### src/rtl/ata_wr_pkg.sv
package ata_wr_pkg;

  // register offsets on the drive bus
  localparam logic [2:0] OFS_DATA    = 3'd0;
  localparam logic [2:0] OFS_COUNT   = 3'd2;
  localparam logic [2:0] OFS_ADR_LO  = 3'd3;
  localparam logic [2:0] OFS_ADR_MID = 3'd4;
  localparam logic [2:0] OFS_ADR_HI  = 3'd5;
  localparam logic [2:0] OFS_SELECT  = 3'd6;
  localparam logic [2:0] OFS_CMDSTAT = 3'd7;

  localparam logic [7:0] OP_WRITE = 8'h30;
  localparam logic [7:0] OP_FLUSH = 8'hE7;

  // status byte bits
  localparam logic [7:0] SB_BUSY  = 8'h80;
  localparam logic [7:0] SB_FAULT = 8'h20;
  localparam logic [7:0] SB_DREQ  = 8'h08;
  localparam logic [7:0] SB_ERROR = 8'h01;

  typedef enum logic [1:0] {
    PV_WAIT,
    PV_READY,
    PV_FAULT,
    PV_TIMEOUT
  } poll_verdict_t;

  typedef enum logic [2:0] {
    SQ_IDLE,
    SQ_TASKFILE,
    SQ_POLL_RD,
    SQ_POLL_WAIT,
    SQ_POLL_SAMPLE,
    SQ_DATA,
    SQ_FLUSH
  } seq_state_t;

endpackage

### src/rtl/ata_taskfile_sel.sv
module ata_taskfile_sel
  import ata_wr_pkg::*;
(
  input  logic [2:0]  idx,
  input  logic        drive,
  input  logic [27:0] lba,
  output logic [2:0]  ofs,
  output logic [7:0]  value
);

  always_comb begin
    unique case (idx)
      3'd0: begin ofs = OFS_SELECT;  value = {3'b111, drive, lba[27:24]}; end
      3'd1: begin ofs = OFS_COUNT;   value = 8'h01;                       end
      3'd2: begin ofs = OFS_ADR_LO;  value = lba[7:0];                    end
      3'd3: begin ofs = OFS_ADR_MID; value = lba[15:8];                   end
      3'd4: begin ofs = OFS_ADR_HI;  value = lba[23:16];                  end
      default: begin ofs = OFS_CMDSTAT; value = OP_WRITE;                 end
    endcase
  end

endmodule

### src/rtl/ata_poll_tracker.sv
module ata_poll_tracker
  import ata_wr_pkg::*;
#(
  parameter int IGNORE_READS = 4,
  parameter int LIMIT_W      = 16
) (
  input  logic               clk,
  input  logic               rst,
  input  logic               clear,
  input  logic               sample,
  input  logic [7:0]         status,
  input  logic               need_dreq,
  input  logic [LIMIT_W-1:0] limit,
  output poll_verdict_t      verdict
);

  localparam int SEEN_W = $clog2(IGNORE_READS + 1);

  logic [SEEN_W-1:0]  seen;
  logic [LIMIT_W-1:0] polls;
  logic               busy, dreq, bad, armed, finished, exhausted;

  always_comb begin
    busy      = (status & SB_BUSY) != 8'h00;
    dreq      = (status & SB_DREQ) != 8'h00;
    bad       = (status & (SB_ERROR | SB_FAULT)) != 8'h00;
    armed     = seen == SEEN_W'(IGNORE_READS);
    finished  = !busy && (!need_dreq || dreq);
    exhausted = ({1'b0, polls} + 1'b1) >= {1'b0, limit};
    if (!sample)           verdict = PV_WAIT;
    else if (armed && bad) verdict = PV_FAULT;
    else if (finished)     verdict = PV_READY;
    else if (exhausted)    verdict = PV_TIMEOUT;
    else                   verdict = PV_WAIT;
  end

  always_ff @(posedge clk) begin
    if (rst || clear) begin
      seen  <= '0;
      polls <= '0;
    end else if (sample) begin
      if (!armed) seen <= seen + 1'b1;
      polls <= polls + 1'b1;
    end
  end

endmodule

### src/rtl/ata_word_pacer.sv
module ata_word_pacer #(
  parameter int WORDS = 256
) (
  input  logic clk,
  input  logic rst,
  input  logic start,
  input  logic fifo_empty,
  output logic take,
  output logic last_take
);

  localparam int CNT_W = $clog2(WORDS);

  logic             active;
  logic             gap;
  logic [CNT_W-1:0] cnt;

  always_comb begin
    take      = active && !gap && !fifo_empty;
    last_take = take && (cnt == CNT_W'(WORDS - 1));
  end

  always_ff @(posedge clk) begin
    if (rst) begin
      active <= 1'b0;
      gap    <= 1'b0;
      cnt    <= '0;
    end else if (start) begin
      active <= 1'b1;
      gap    <= 1'b0;
      cnt    <= '0;
    end else begin
      gap <= take;
      if (take) cnt <= cnt + 1'b1;
      if (last_take) active <= 1'b0;
    end
  end

endmodule

### src/rtl/ata_wr_seq.sv
module ata_wr_seq
  import ata_wr_pkg::*;
#(
  parameter int LIMIT_W      = 16,
  parameter int WORDS        = 256,
  parameter int IGNORE_READS = 4
) (
  input  logic               clk,
  input  logic               rst,
  input  logic               req_valid,
  output logic               req_ready,
  input  logic               req_drive,
  input  logic [31:0]        req_lba,
  input  logic [LIMIT_W-1:0] poll_limit,
  input  logic [15:0]        fifo_data,
  input  logic               fifo_empty,
  output logic               fifo_pop,
  output logic [2:0]         bus_addr,
  output logic [15:0]        bus_wdata,
  output logic               bus_wr,
  output logic               bus_rd,
  input  logic [7:0]         bus_rdata,
  output logic               done,
  output logic               err,
  output logic               timeout,
  output logic [7:0]         final_status
);

  localparam logic [2:0] TF_LAST = 3'd5;

  seq_state_t    state;
  logic [2:0]    tf_idx;
  logic          drive_q;
  logic [27:0]   lba_q;
  logic          flush_phase;
  logic [2:0]    tf_ofs;
  logic [7:0]    tf_value;
  poll_verdict_t verdict;
  logic          poll_clear, poll_sample, take, last_take, data_start;

  ata_taskfile_sel u_tf (
    .idx   (tf_idx),
    .drive (drive_q),
    .lba   (lba_q),
    .ofs   (tf_ofs),
    .value (tf_value)
  );

  always_comb begin
    poll_clear  = (state == SQ_TASKFILE && tf_idx == TF_LAST) || (state == SQ_FLUSH);
    poll_sample = (state == SQ_POLL_SAMPLE);
    data_start  = poll_sample && (verdict == PV_READY) && !flush_phase;
    req_ready   = (state == SQ_IDLE) && !done;
    fifo_pop    = take;
  end

  ata_poll_tracker #(
    .IGNORE_READS (IGNORE_READS),
    .LIMIT_W      (LIMIT_W)
  ) u_poll (
    .clk       (clk),
    .rst       (rst),
    .clear     (poll_clear),
    .sample    (poll_sample),
    .status    (bus_rdata),
    .need_dreq (!flush_phase),
    .limit     (poll_limit),
    .verdict   (verdict)
  );

  ata_word_pacer #(
    .WORDS (WORDS)
  ) u_pace (
    .clk        (clk),
    .rst        (rst),
    .start      (data_start),
    .fifo_empty (fifo_empty),
    .take       (take),
    .last_take  (last_take)
  );

  always_ff @(posedge clk) begin
    if (rst) begin
      state        <= SQ_IDLE;
      tf_idx       <= '0;
      drive_q      <= 1'b0;
      lba_q        <= '0;
      flush_phase  <= 1'b0;
      bus_addr     <= '0;
      bus_wdata    <= '0;
      bus_wr       <= 1'b0;
      bus_rd       <= 1'b0;
      done         <= 1'b0;
      err          <= 1'b0;
      timeout      <= 1'b0;
      final_status <= '0;
    end else begin
      bus_wr <= 1'b0;
      bus_rd <= 1'b0;
      done   <= 1'b0;
      unique case (state)
        SQ_IDLE: begin
          if (req_valid && req_ready) begin
            if (req_lba[31:28] != 4'h0) begin
              done         <= 1'b1;
              err          <= 1'b1;
              timeout      <= 1'b0;
              final_status <= 8'h00;
            end else begin
              drive_q     <= req_drive;
              lba_q       <= req_lba[27:0];
              tf_idx      <= '0;
              flush_phase <= 1'b0;
              state       <= SQ_TASKFILE;
            end
          end
        end
        SQ_TASKFILE: begin
          bus_wr    <= 1'b1;
          bus_addr  <= tf_ofs;
          bus_wdata <= {8'h00, tf_value};
          if (tf_idx == TF_LAST) state <= SQ_POLL_RD;
          else                   tf_idx <= tf_idx + 1'b1;
        end
        SQ_POLL_RD: begin
          bus_rd   <= 1'b1;
          bus_addr <= OFS_CMDSTAT;
          state    <= SQ_POLL_WAIT;
        end
        SQ_POLL_WAIT: state <= SQ_POLL_SAMPLE;
        SQ_POLL_SAMPLE: begin
          unique case (verdict)
            PV_READY: begin
              if (flush_phase) begin
                done         <= 1'b1;
                err          <= 1'b0;
                timeout      <= 1'b0;
                final_status <= bus_rdata;
                state        <= SQ_IDLE;
              end else begin
                state <= SQ_DATA;
              end
            end
            PV_FAULT: begin
              done         <= 1'b1;
              err          <= 1'b1;
              timeout      <= 1'b0;
              final_status <= bus_rdata;
              state        <= SQ_IDLE;
            end
            PV_TIMEOUT: begin
              done         <= 1'b1;
              err          <= 1'b1;
              timeout      <= 1'b1;
              final_status <= bus_rdata;
              state        <= SQ_IDLE;
            end
            default: state <= SQ_POLL_RD;
          endcase
        end
        SQ_DATA: begin
          if (take) begin
            bus_wr    <= 1'b1;
            bus_addr  <= OFS_DATA;
            bus_wdata <= fifo_data;
            if (last_take) state <= SQ_FLUSH;
          end
        end
        SQ_FLUSH: begin
          bus_wr      <= 1'b1;
          bus_addr    <= OFS_CMDSTAT;
          bus_wdata   <= {8'h00, OP_FLUSH};
          flush_phase <= 1'b1;
          state       <= SQ_POLL_RD;
        end
        default: state <= SQ_IDLE;
      endcase
    end
  end

endmodule

### config.mk
export PLATFORM = sky130hd
export DESIGN_NAME = ata_wr_seq
export DESIGN_NICKNAME = d
export VERILOG_FILES = /design/src/rtl/ata_wr_pkg.sv /design/src/rtl/ata_taskfile_sel.sv /design/src/rtl/ata_poll_tracker.sv /design/src/rtl/ata_word_pacer.sv /design/src/rtl/ata_wr_seq.sv
export SDC_FILE = /design/constraint.sdc
export NUM_CORES = 1
export LEC_CHECK = 0
export BUFFER_PORTS_ARGS = -buffer_cell sky130_fd_sc_hd__buf_2
export CAP_MARGIN = 5
export CELL_PAD_IN_SITES_DETAIL_PLACEMENT = 1
export CELL_PAD_IN_SITES_GLOBAL_PLACEMENT = 2
export CORE_ASPECT_RATIO = 0.8
export CORE_MARGIN = 3
export CORE_UTILIZATION = 34
export CTS_BUF_LIST = sky130_fd_sc_hd__clkbuf_16
export CTS_CLUSTER_SIZE = 16
export DETAILED_ROUTE_END_ITERATION = 8
export GPL_TIMING_DRIVEN = 1
export HOLD_SLACK_MARGIN = 0.08
export PLACE_DENSITY = 0.95
export SLEW_MARGIN = 25
export SYNTH_ARGS = -nofsm -noshare
export SYNTH_HDL_FRONTEND = slang
export SYNTH_SLANG_ARGS = --single-unit
### constraint.sdc
create_clock -name clk -period 4.9 [get_ports clk]
set_clock_uncertainty 0.15 [all_clocks]
set_input_delay 0.735 -clock clk [delete_from_list [all_inputs] [get_ports clk]]
set_output_delay 0.735 -clock clk [all_outputs]
set_load 0.03 [all_outputs]
### Word level (Yosys, flattened, before mapping)

Index checks and enable logic that the tools add are counted.

| word-level totals | value |
|---|---|
| output and inout port bits | 34 |
| bits in registers | 97 |

| cells by class | value |
|---|---|
| add/sub/neg operators | 5 |
| equal/unequal tests | 26 |
| reductions and logical operators | 41 |
| bitwise operators | 2 |
| magnitude comparators | 1 |
| mux-type cells | 49 |

Operators with widths:

| cell | count |
|---|---|
| $pmux W16 S3 | 1 |
| $pmux W8 S5 | 1 |
| $pmux W8 S2 | 2 |
| $mux W3 | 10 |
| $mux W8 | 3 |
| $pmux W3 S7 | 1 |
| $eq A3 B3 Y1 const B | 6 |
| $add A16 B1 Y17 const B | 1 |
| $ge A17 B16 Y1 | 1 |
| $add A16 B1 Y16 const B | 1 |
| $mux W16 | 1 |
| $pmux W3 S5 | 1 |
| $reduce_and A5 Y1 | 3 |
| $mux W1 | 14 |
| $pmux W1 S2 | 7 |
| $eq A3 B2 Y1 const B | 4 |
| $pmux W3 S2 | 2 |
| $logic_and A1 B1 Y1 | 10 |
| $pmux W3 S3 | 1 |
| $add A8 B1 Y8 const B | 1 |
| $eq A8 B8 Y1 const B | 1 |
| $mux W2 | 4 |
| $ne A2 B2 Y1 const B | 4 |
| $reduce_bool A2 Y1 | 4 |
| other kinds (19) | 40 |

### Depth between registers and ports, before layout

| logic depth | value |
|---|---|
| word-level depth | 10 |
| depth in mapped cells | 14 |

### By module

A second synthesis with hierarchy kept.

| unflattened totals | value |
|---|---|
| cell total of the unflattened synthesis | 619 |
| area total of the unflattened synthesis | 5371.4 um^2 |

By module, submodules not included:

| module | cells an instance | area each (um^2) | seq. area each (um^2) | instances |
|---|---|---|---|---|
| ata_wr_seq | 332 | 3029.2 | 1361.3 | 1 |
| ata_poll_tracker | 194 | 1584.0 | 380.4 | 1 |
| ata_word_pacer | 50 | 454.2 | 200.2 | 1 |
| ata_taskfile_sel | 43 | 304.0 | 0.0 | 1 |

### Least setup slack after synthesis

Ideal clock, no wire load.

| timing path | value |
|---|---|
| path kind | register -> register |
| start | register u_poll.polls[0] |
| end | register state[1] |
| path slack | 1871 ps |
| library setup time | 79 ps |
| data arrival time | 2800 ps |
| stages on the path, launching flop included | 12 |
| cell sequence | dfxtp_1 ha_1 nand3_2 nor4_4 nand2_1 xnor2_1 ha_1 a21o_1 a21oi_1 nand3_2 or4_1 a211oi_2 |

| on the way | value |
|---|---|
| word-level cells in the longest chain between the ends | 10 |
| elaborated cells on any way between the ends | 12 |
| those cells by class | 1 x add/sub; 1 x order compare; 3 x eq/ne; 6 x mux; 1 x reduce/logical |

Ends and longest elaborated chain:

| element | RTL line | text |
|---|---|---|
| start: declaration | ata_poll_tracker.sv:20 | `logic [LIMIT_W-1:0] polls;` |
| start signal: assignment | ata_poll_tracker.sv:43 | `polls <= polls + 1'b1;` |
| $add A16 B1 Y17 * | ata_poll_tracker.sv:29 | `exhausted = ({1'b0, polls} + 1'b1) >= {1'b0, limit};` |
| $ge A17 B16 Y1 * | ata_poll_tracker.sv:29 |  |
| $mux W2 * | ata_poll_tracker.sv:33 | `else if (exhausted) verdict = PV_TIMEOUT;` |
| $mux W2 * | ata_poll_tracker.sv:32 | `else if (finished) verdict = PV_READY;` |
| $mux W2 * | ata_poll_tracker.sv:31 | `else if (armed && bad) verdict = PV_FAULT;` |
| $mux W2 * | ata_poll_tracker.sv:30 | `if (!sample) verdict = PV_WAIT;` |
| $eq A2 B2 Y1 | ata_wr_seq.sv:132 | `unique case (verdict)` |
| $reduce_or A2 Y1 (no line) | - |  |
| $pmux W3 S2 * | ata_wr_seq.sv:132 |  |
| $pmux W3 S7 * | ata_wr_seq.sv:101 | `unique case (state)` |
| end signal: assignment | ata_wr_seq.sv:130 | `SQ_POLL_WAIT: state <= SQ_POLL_SAMPLE;` |
| end signal: assignment | ata_wr_seq.sv:139 | `state <= SQ_IDLE;` |
| end signal: assignment | ata_wr_seq.sv:141 | `state <= SQ_DATA;` |
| end: declaration | ata_wr_seq.sv:31 | `seq_state_t state;` |

Every way passes the cells marked *; elsewhere a longest branch is shown, timed or not.
A chain may end at the register's enable or synchronous reset.

### Worst setup path in the final report

| timing path | value |
|---|---|
| start | register u_poll.polls[0] |
| end | register final_status[7] |

| on the way | value |
|---|---|
| word-level cells in the longest chain between the ends | 10 |
| elaborated cells on any way between the ends | 15 |
| those cells by class | 1 x add/sub; 1 x order compare; 5 x eq/ne; 6 x mux; 2 x reduce/logical |

Ends and longest elaborated chain:

| element | RTL line | text |
|---|---|---|
| $add A16 B1 Y17 * | ata_poll_tracker.sv:29 |  |
| $ge A17 B16 Y1 * | ata_poll_tracker.sv:29 |  |
| $mux W2 * | ata_poll_tracker.sv:33 |  |
| $mux W2 * | ata_poll_tracker.sv:32 |  |
| $mux W2 * | ata_poll_tracker.sv:31 |  |
| $mux W2 * | ata_poll_tracker.sv:30 |  |
| $eq A2 B2 Y1 | ata_wr_seq.sv:132 |  |
| $reduce_or A2 Y1 (no line) | - |  |
| $pmux W8 S2 or $ne A3 B3 Y1 (tied branches) | - |  |
| $pmux W8 S2 or $reduce_and A5 Y1 (tied branches) | - |  |
| end signal: assignment | ata_wr_seq.sv:138 | `final_status <= bus_rdata;` |
| end signal: assignment | ata_wr_seq.sv:148 | `final_status <= bus_rdata;` |
| end signal: assignment | ata_wr_seq.sv:155 | `final_status <= bus_rdata;` |
| end: declaration | ata_wr_seq.sv:26 | `output logic [7:0] final_status` |

Marked as above.

==> results.sh <==
export IMPL_outcome="completed"
export IMPL_numCtsBuffers=9
export IMPL_fin_tns_setup_ns=0
export IMPL_final_common_cell="nand2_1"
export IMPL_slew_viol_final=0
export IMPL_hp_class="reg2reg"
export IMPL_hold_buffers=0
export IMPL_gp_congestion=0.836
export IMPL_grt_usage_pct=17.8
export IMPL_start_kind="flop"
export IMPL_layout_common_cells="nand2_1 (114), buf_2 (110), dfxtp_1 (97)"
export IMPL_grt_overflow_total=0
export IMPL_grt_pass1_vias=4624
export IMPL_syn_avg_cell_area_sq_um=8.34
export IMPL_drt_met1_wl_microns=6590
export IMPL_cts_repair_resized=0
export IMPL_crit_arrival_ns=4.02
export IMPL_ys_seq_area_share_pct=40.3
export IMPL_total_power_mw=2.05
export IMPL_crit_family="simple AND/OR/NAND/NOR gates"
export IMPL_syn_nets=680
export IMPL_syn_inst=578
export IMPL_yosysUniqueCellTypes=59
export IMPL_antenna_left=0
export IMPL_ys_warn_count=0
export IMPL_setup_viol=0
export IMPL_finalCritPeriodShare_pct=79.6
export IMPL_drive_gt1_share_pct=21.9
export IMPL_worst_path_buf_inv=0
export IMPL_met2_length_microns=6400
export IMPL_vdd_ir_drop_max_uv=182
export IMPL_cp_slowest_cell="o41ai_4"
export IMPL_cts_tree="yes"
export IMPL_start_util_pct=35.1
export IMPL_remaining_drc_errors=0
export IMPL_clkSinkCount=97
export IMPL_ys_ff_latch=97
export IMPL_wl_met3_microns=672
export IMPL_root_buffer="clkbuf_16"
export IMPL_cts_max_level=3
export IMPL_core_sq_um=13700
export IMPL_grt_antenna_before_repair=0
export IMPL_power_density_nw_per_um2=352
export IMPL_worstMarginPinSlew_ns=0.990
export IMPL_slowest_delay_ns=0.88
export IMPL_die_w_microns=139
export IMPL_dr_pass1_iters=4
export IMPL_grt_pass1_wl_microns=22900
export IMPL_drt_wl_total_microns=13800
export IMPL_slew_headroom_pct=33.8
export IMPL_clockBufferDepth=2
export IMPL_pin_count=111
export IMPL_fp_row_count=38
export IMPL_fmax_ghz=0.256
export IMPL_maxCapViolations=0
export IMPL_fill_cells=1687
export IMPL_post_drt_wl_per_cell_microns=16.0
export IMPL_port_buffers=110
export IMPL_num_vias=4382
export IMPL_syn_to_final_growth_pct=20.8
export IMPL_yosys_area_top_type="dfxtp_1"
export IMPL_end_kind="flop"
export IMPL_drt_iter0_markers=249
export IMPL_required_ns=5.02
export IMPL_crit_top_cell="nand3_1"
export IMPL_highest_layer="met4"
export IMPL_dieArea_sq_um=15700
export IMPL_synth_edf_count=0
export IMPL_leakagePower_nw=2.53
export IMPL_nNetsFinal=776
export IMPL_critPathMaxFanout=10
export IMPL_worstPathCellList="nand3_1 -> nor4_1 -> and2_1 -> nand3_1 -> xnor2_1 -> ha_1 -> nand3_1 -> nor4_1 -> nand3_1 -> nand3_2 -> o41ai_4 -> mux2i_1"
export IMPL_rsz0062_at_grt="false"
export IMPL_die_y_microns=113
export IMPL_final_hold_viol_count=0
export IMPL_antennaDiodeCount=0
export IMPL_insertion_delay_ns=0.34
export IMPL_place_hpwl_microns=10400
export IMPL_grt_max_degree=54
export IMPL_synth_top_area_share_pct=40.3
export IMPL_post_cts_buffers=0
export IMPL_period_minus_slack_ns=3.90
export IMPL_ys_async_sr_fraction_pct=0
export IMPL_cts_reportedPaths_clkPinSlew_ns=0.07
export IMPL_synth_area_leaders="dfxtp_1 (40%), nand2_1 (8.9%), ha_1 (6.5%)"
export IMPL_viasPerCell=5.10
export IMPL_yosys_most_used_dff="dfxtp_1"
export IMPL_synthesis_area_sq_um=4820
export IMPL_critical_path_class="reg2reg"
-- per-stage QoR --
stage / cell area, sq um / hold WS [ns] / instances / setup slack (ns) / utilization (%)
floorplan: 4820 / 0.281 / 578 / 1.87 / -
global placement: 5510 / 0.291 / 843 / 1.21 / 40.1
detailed placement: 5510 / 0.300 / 843 / 1.00 / 40.1
CTS: 5830 / 0.310 / 859 / 0.975 / 42.4
global route: 5830 / 0.332 / 859 / 0.721 / 42.4
finish: 5830 / 0.306 / 859 / 1.00 / 42.4
-- routing by layer --
| metal | global-route usage (%) | vias to the layer above |
|---|---|---|
| met5 | 0 | - |
| met4 | 5.28 | 0 |
| met3 | 4.05 | 11 |
| met2 | 29.0 | 106 |
| met1 | 23.6 | 2086 |
| li1 | - | 2179 |
-- layout make-up --
cell class / instances / area, sq um / area share (%)
multi-input cells: 422 / 2650 / 45.5
flip-flops and latches: 97 / 1940 / 33.3
repair buffers: 113 / 573 / 9.83
clock buffers: 9 / 225 / 3.86
well taps: 180 / 225 / 3.86
inverters: 31 / 116 / 2.00
clock inverters: 7 / 92.6 / 1.59
-- path summary, 6_finish.rpt --
| check | cells after the start | slack [ns] | end | start |
|---|---|---|---|---|
| setup / recovery | 12 | 1.00 | final_status[7] | u_poll.polls[0] |
| hold / removal | 2 | 0.31 | lba_q[17] | lba_q[17] |
| setup reg to reg | 12 | 1.00 | final_status[7] | u_poll.polls[0] |
| hold reg to reg | 2 | 0.31 | lba_q[17] | lba_q[17] |
-- flip-flops by register name (all words and copies together) (netlist names), 3 cells and up --
name and cells:
final_status 8, u_poll.polls 16, bus_wdata 16, bus_addr 3, u_poll.seen 3, lba_q 28
tf_idx 3, u_pace.cnt 8, state 3
-- cell families (layout without fill, tap and decap cells) --
kind of cell / after synthesis / after routing / synth area share [%]
AO/OA/AOI/OAI: 115 / 115 / 16.4
XOR/XNOR: 36 / 36 / 6.54
adder cells (fa/ha/maj): 25 / 25 / 6.49
buffers and inverters: 59 / 160 / 5.06
flip-flops: 97 / 97 / 40.3
multiplexers: 13 / 13 / 2.83
AND/OR/NAND/NOR: 233 / 233 / 22.5
-- power by group --
group / internal, mW / total (mW) / switching (mW)
sequential: 0.833 / 0.871 / 0.0375
combinational: 0.142 / 0.423 / 0.281
clock: 0.447 / 0.755 / 0.308
-- synth_stat cells, types with 4 or more instances --
master / n
inv_1: 31
a22oi_1: 4
nor3_1: 8
o211a_1: 4
nand3_1: 19
clkbuf_1: 17
a22o_1: 8
and2_1: 4
mux2_2: 5
o21ai_0: 12
a221oi_1: 7
and3_1: 4
buf_2: 9
nor2_1: 50
ha_1: 25
nand2_1: 114
a21oi_1: 56
xnor2_1: 20
nand4_1: 7
dfxtp_1: 97
mux2i_1: 8
xor2_1: 16
-- worst reg2reg max path, delay by kind of cell, from the launching register on --
kind,cells,cell delay [ns]
AND/OR/NAND/NOR,8,1.66
AO/OA/AOI/OAI,1,0.88
flip-flops,1,0.44
adder cells (fa/ha/maj),1,0.29
multiplexers,1,0.27
XOR/XNOR,1,0.15
No activity file was read; power rests on OpenSTA's default activity.
